**config.mk**
```make
export PLATFORM = sky130hd
export DESIGN_NAME = sync_pwm_seq
export DESIGN_NICKNAME = d
export VERILOG_FILES = /design/src/rtl/sync_pwm_pkg.sv /design/src/rtl/pwm_skip_ctr.sv /design/src/rtl/pwm_latch.sv /design/src/rtl/pwm_dead_time.sv /design/src/rtl/sync_pwm_seq.sv
export SDC_FILE = /design/constraint.sdc
export NUM_CORES = 1
export LEC_CHECK = 0
export BUFFER_PORTS_ARGS = -buffer_cell sky130_fd_sc_hd__buf_4
export CAP_MARGIN = 20
export CORE_UTILIZATION = 48
export CTS_BUF_LIST = sky130_fd_sc_hd__clkbuf_16
export CTS_CLUSTER_SIZE = 8
export DETAILED_ROUTE_END_ITERATION = 8
export MAX_ROUTING_LAYER = met4
export PLACE_DENSITY_LB_ADDON = 0.05
export SYNTH_ARGS = -nofsm -noshare
export SYNTH_HDL_FRONTEND = slang
export SYNTH_HIERARCHICAL = 1
export SYNTH_SLANG_ARGS = --single-unit
```
**constraint.sdc**
```tcl
create_clock -name clk_i -period 1.28 [get_ports clk_i]
set_input_delay 0.192 -clock clk_i [delete_from_list [all_inputs] [get_ports clk_i]]
set_output_delay 0.192 -clock clk_i [all_outputs]
set_load 0.01 [all_outputs]
```
**src/rtl/sync_pwm_pkg.sv**
```systemverilog
package sync_pwm_pkg;
  typedef enum logic [1:0] {
    GS_DEAD = 2'd0,
    GS_MAIN = 2'd1,
    GS_RECT = 2'd2
  } gate_st_e;
endpackage

```
**src/rtl/pwm_skip_ctr.sv**
```systemverilog
module pwm_skip_ctr #(
  parameter int SKIP_N = 2,
  localparam int SW = (SKIP_N < 2) ? 1 : $clog2(SKIP_N + 1)
) (
  input  logic clk_i,
  input  logic rst_ni,
  input  logic run_i,
  input  logic arm_i,
  input  logic pulse_i,
  output logic skip_o
);
  localparam logic [SW-1:0] LOAD = SW'(SKIP_N);
  localparam logic [SW-1:0] ONE  = SW'(1);

  logic [SW-1:0] cnt_q;

  always_ff @(posedge clk_i or negedge rst_ni) begin
    if (!rst_ni)                       cnt_q <= '0;
    else if (!run_i)                   cnt_q <= '0;
    else if (arm_i)                    cnt_q <= LOAD;   // load wins over decrement
    else if (pulse_i && cnt_q != '0)   cnt_q <= cnt_q - ONE;
  end

  assign skip_o = (cnt_q != '0);
endmodule

```
**src/rtl/pwm_latch.sv**
```systemverilog
module pwm_latch (
  input  logic clk_i,
  input  logic rst_ni,
  input  logic set_i,
  input  logic clr_i,
  output logic q_o
);
  always_ff @(posedge clk_i or negedge rst_ni) begin
    if (!rst_ni)     q_o <= 1'b0;
    else if (clr_i)  q_o <= 1'b0;   // clear dominant
    else if (set_i)  q_o <= 1'b1;
  end
endmodule

```
**src/rtl/pwm_dead_time.sv**
```systemverilog
module pwm_dead_time
  import sync_pwm_pkg::*;
#(
  parameter int DT_W = 4
) (
  input  logic            clk_i,
  input  logic            rst_ni,
  input  logic            run_i,
  input  logic            demand_i,
  input  logic [DT_W-1:0] dead_cnt_i,
  output logic            gate_o,
  output logic            gate_b_o
);
  localparam logic [DT_W-1:0] ONE = DT_W'(1);

  gate_st_e        st_q;
  logic [DT_W-1:0] cnt_q;
  logic [DT_W-1:0] load;

  // gap of max(D,1) cycles: counter holds remaining cycles minus one
  assign load = (dead_cnt_i == '0) ? '0 : dead_cnt_i - ONE;

  always_ff @(posedge clk_i or negedge rst_ni) begin
    if (!rst_ni) begin
      st_q  <= GS_DEAD;
      cnt_q <= '0;
    end else if (!run_i) begin
      st_q  <= GS_DEAD;
      cnt_q <= '0;
    end else begin
      unique case (st_q)
        GS_MAIN: if (!demand_i) begin
          st_q  <= GS_DEAD;
          cnt_q <= load;
        end
        GS_RECT: if (demand_i) begin
          st_q  <= GS_DEAD;
          cnt_q <= load;
        end
        default: begin
          if (cnt_q != '0) cnt_q <= cnt_q - ONE;
          else             st_q  <= demand_i ? GS_MAIN : GS_RECT;
        end
      endcase
    end
  end

  assign gate_o   = (st_q == GS_MAIN);
  assign gate_b_o = (st_q == GS_RECT);
endmodule

```
**src/rtl/sync_pwm_seq.sv**
```systemverilog
module sync_pwm_seq #(
  parameter int DT_W   = 4,
  parameter int SKIP_N = 2
) (
  input  logic            clk_i,
  input  logic            rst_ni,
  input  logic            run_i,
  input  logic            clk_pulse_i,
  input  logic            ramp_trip_i,
  input  logic            oc_lo_i,
  input  logic            oc_hi_i,
  input  logic [DT_W-1:0] dead_cnt_i,
  output logic            gate_o,
  output logic            gate_b_o
);
  logic demand_q;
  logic skip_act;
  logic set_req;
  logic clr_req;

  generate
    if (SKIP_N > 0) begin : g_skip
      pwm_skip_ctr #(.SKIP_N(SKIP_N)) u_skip (
        .clk_i  (clk_i),
        .rst_ni (rst_ni),
        .run_i  (run_i),
        .arm_i  (oc_hi_i),
        .pulse_i(clk_pulse_i),
        .skip_o (skip_act)
      );
    end else begin : g_noskip
      assign skip_act = 1'b0;
    end
  endgenerate

  // pulse while demand set marks maximum duty
  assign clr_req = !run_i || ramp_trip_i || oc_lo_i || oc_hi_i
                   || (clk_pulse_i && demand_q);
  assign set_req = clk_pulse_i && !skip_act;

  pwm_latch u_latch (
    .clk_i (clk_i),
    .rst_ni(rst_ni),
    .set_i (set_req),
    .clr_i (clr_req),
    .q_o   (demand_q)
  );

  pwm_dead_time #(.DT_W(DT_W)) u_dead (
    .clk_i     (clk_i),
    .rst_ni    (rst_ni),
    .run_i     (run_i),
    .demand_i  (demand_q),
    .dead_cnt_i(dead_cnt_i),
    .gate_o    (gate_o),
    .gate_b_o  (gate_b_o)
  );
endmodule

```
==> impl_metrics.csv <==
group,metric,value,unit
yosys,ys_async_sr_fraction,1.000,
sta,max_freq,0.6530,GHz
sta,relSlewSlack,0.7599,
power_and_ir_drop,power,2.483,mW
yosys,ys_warn_count,6,
clock_tree,clock_sinks,9,
sta,tns,-1.236,ns
grt,track_usage,0.2942,
power_and_ir_drop,ir_worst_vdd,1.896,mV
layout,layoutNonFillerInstCount,125,
layout,final_cell_mix,"buf_4, dfrtp_1, inv_1, nand2_1",
yosys,synth_ff_type,"dfrtp_1",
power_and_ir_drop,p_per_area,2086,nW/um^2
sta,rsz0062_at_grt,"true",
sta,period_share,1.196,
placed_design,io_buffers,12,
floorplan,die_y,40.92,um
yosys,synth_area,726.9,um^2
floorplan,io_pins,13,
floorplan,start_util,0.5385,
grt,grt_pass1_vias,627,
sta,layout_setup_ws,-0.2514,ns
run_status,outcome,"finished with violations",
run_status,violations,"negative setup slack",
clock_tree,clock_path_buffers,2,
grt,antenna_found_initial,0,
grt,overflow,0,
floorplan,coreArea,1350,um^2
clock_tree,cts_buffers,3,
worst_hold_path,hp-class,"in -> reg",
placed_design,dpl.cell_count,115,
clock_tree,clk_pin_slew,0.04,ns
placed_design,placedInstanceArea,991.0,um^2
grt,grt_max_degree,10,
yosys,ys_types,33,
sta,drv_slew,0,
layout,drive_gt1_frac,0.5455,
yosys,synthesis.nets,94,
layout,area_growth,63.68,%
placed_design,gp_congestion,0.8872,
yosys,yosys_register_bits,9,
routing,vias_per_cell,6.016,
setup_path,path_max_fanout,3,
routing,ant_nets,0,
setup_path,worstPathRequired,1.43,ns
setup_path,worst_setup_path_end_kind,"flip-flop",
routing,drt_first_pass_iters,5,
layout,n_antenna_cell,0,
sta,finClkSkew,0.003396,ns
setup_path,crit_path_start_kind,"flip-flop",
clock_tree,htree_levels,1,
routing,totalWireLength,2394,um
layout,layout_commonest_cell,"buf_4",
power_and_ir_drop,leakagePower,0.5425,nW
routing,drc_errors,0,
clock_tree,ctsRootBufferMaster,"clkbuf_16",
routing,detail_route.wl_per_cell,19.15,um
clock_tree,cts_tree,"yes",
clock_tree,clock_latency,0.24,ns
sta,fin_crit,1.531,ns
setup_path,crit_arrival,1.68,ns
setup_path,critPathKind,"reg -> reg",
routing,vias,752,
sta,final_hold_viol_count,0,
routing,drt-initial-drc-count,12,
floorplan,die_w,40.92,um
placed_design,dp_hpwl,1256,um
grt,grt_pass1_wl,2925,um
layout,final_area,1190,um^2
floorplan,num_rows,13,
flow_run,maxCapViolCount,0,
sta,tightest_slew,0.3594,ns
layout,final_nets,129,
yosys,avgSynthCellArea,9.565,um^2
floorplan,die-area,1674,um^2
yosys,ys_seq_area_frac,0.3098,
sta,setup_viol,6,
yosys,synth_cells,76,
yosys,synth_edf_count,0,
-- per-layer routing --
| layer | vias to the layer above | part of all wire | GRT usage |
|---|---|---|---|
| met5 | - | 0 | - |
| li1 | 344 | - | - |
| met3 | 9 | 0.040 | 0.06522 |
| met4 | 0 | 0.028 | 0.1500 |
| met1 | 372 | 0.43 | 0.3633 |
| met2 | 27 | 0.50 | 0.4453 |
-- report_power, final --
part / internal (mW) / total, mW / switching [mW]
Combinational: 0.824 / 1.49 / 0.666
Clock: 0.410 / 0.562 / 0.152
Sequential: 0.357 / 0.430 / 0.0738
Total: 1.59 / 2.48 / 0.892
-- worst max-delay path: stages, from the launching register on --
cell      delay (ns)
dfrtp_1         0.43
inv_2           0.10
ha_4            0.17
nor3b_4         0.05
buf_6           0.12
a22oi_2         0.23
o311ai_2        0.15
a21oi_1         0.19
-- cells in the mapped netlist (2+ instances only) --
library cell | instances | area (um^2)
a32o_1 | 2 | 20.02
dfrtp_1 | 9 | 225.2
ha_1 | 7 | 87.58
inv_1 | 11 | 41.29
nand2_1 | 6 | 22.52
nand2b_1 | 2 | 12.51
nor2_1 | 2 | 7.510
nor2b_1 | 4 | 25.02
nor3_1 | 2 | 10.01
nor3b_1 | 2 | 15.01
nor3b_2 | 3 | 37.54
o22ai_1 | 2 | 12.51
o311ai_0 | 2 | 17.52
xnor2_1 | 3 | 26.28
-- final timing paths --
| check | from | end | slack [ns] | cells after the start |
|---|---|---|---|---|
| max in group asynchronous | rst_ni | u_dead/cnt_q[2] | 0.80 | 2 |
| setup reg to reg | u_dead/st_q[0] | u_dead/cnt_q[2] | -0.25 | 7 |
| setup / recovery | u_dead/st_q[0] | u_dead/cnt_q[2] | -0.25 | 7 |
| hold / removal | oc_hi_i | g_skip.u_skip/cnt_q[0] | 0.15 | 2 |
| hold reg to reg | g_skip.u_skip/cnt_q[1] | g_skip.u_skip/cnt_q[1] | 0.56 | 1 |
| min in group asynchronous | rst_ni | u_dead/st_q[0] | 0.34 | 2 |
-- cells by family (layout without fill, tap and decap cells) --
kind of cell               Yosys count  count (layout)  synth area share
and+or+nand+nor                     27              27            0.2599
AOI/OAI and AO/OA                   16              16            0.1773
buffers and inverters               12              46           0.06196
DFF                                  9               9            0.3098
adders and majority gates            7               7            0.1205
xor gates and xnor gates             3               3           0.03615
muxes                                2               2           0.03442
-- layout make-up --
cell class                      count  area [um^2]
Inverter                           11        41.29
Clock buffer                        3        75.07
Sequential cell                     9        225.2
Clock inverter                      1        3.754
Timing Repair Buffer               31        246.5
Fill cell                          59        160.2
Tap cell                           15        18.77
Multi-Input combinational cell     55        579.3
-- per-stage QoR --
| stage | utilization | hold WS (ns) | worst slack, ns |
|---|---|---|---|
| finish | 0.8814 | 0.1455 | -0.2514 |
| global route | 0.8814 | 0.1512 | -0.3148 |
| CTS | 0.8165 | 0.1415 | -0.2013 |
| detailed placement | 0.7340 | 0.02621 | -0.2209 |
| global placement | 0.7340 | 0.02321 | -0.1716 |
| floorplan | - | -0.1036 | -0.1008 |
-- flip-flops by register name, indices dropped and copies added, names as in the netlist --
register             flops
u_dead/st_q              2
u_dead/cnt_q             4
g_skip.u_skip/cnt_q      2
u_latch/q_o              1
-- what timing repair did --
action | 4_1_cts | 5_1_grt
setup endpoints to repair | 6 | 6
pin swaps | 6 | 4
resized for setup | 5 | 11
endpoints found under the hold margin | 9 | 0
hold buffers | 1 | 0
setup buffers | 1 | 4
No activity file was read; power rests on OpenSTA's default activity.
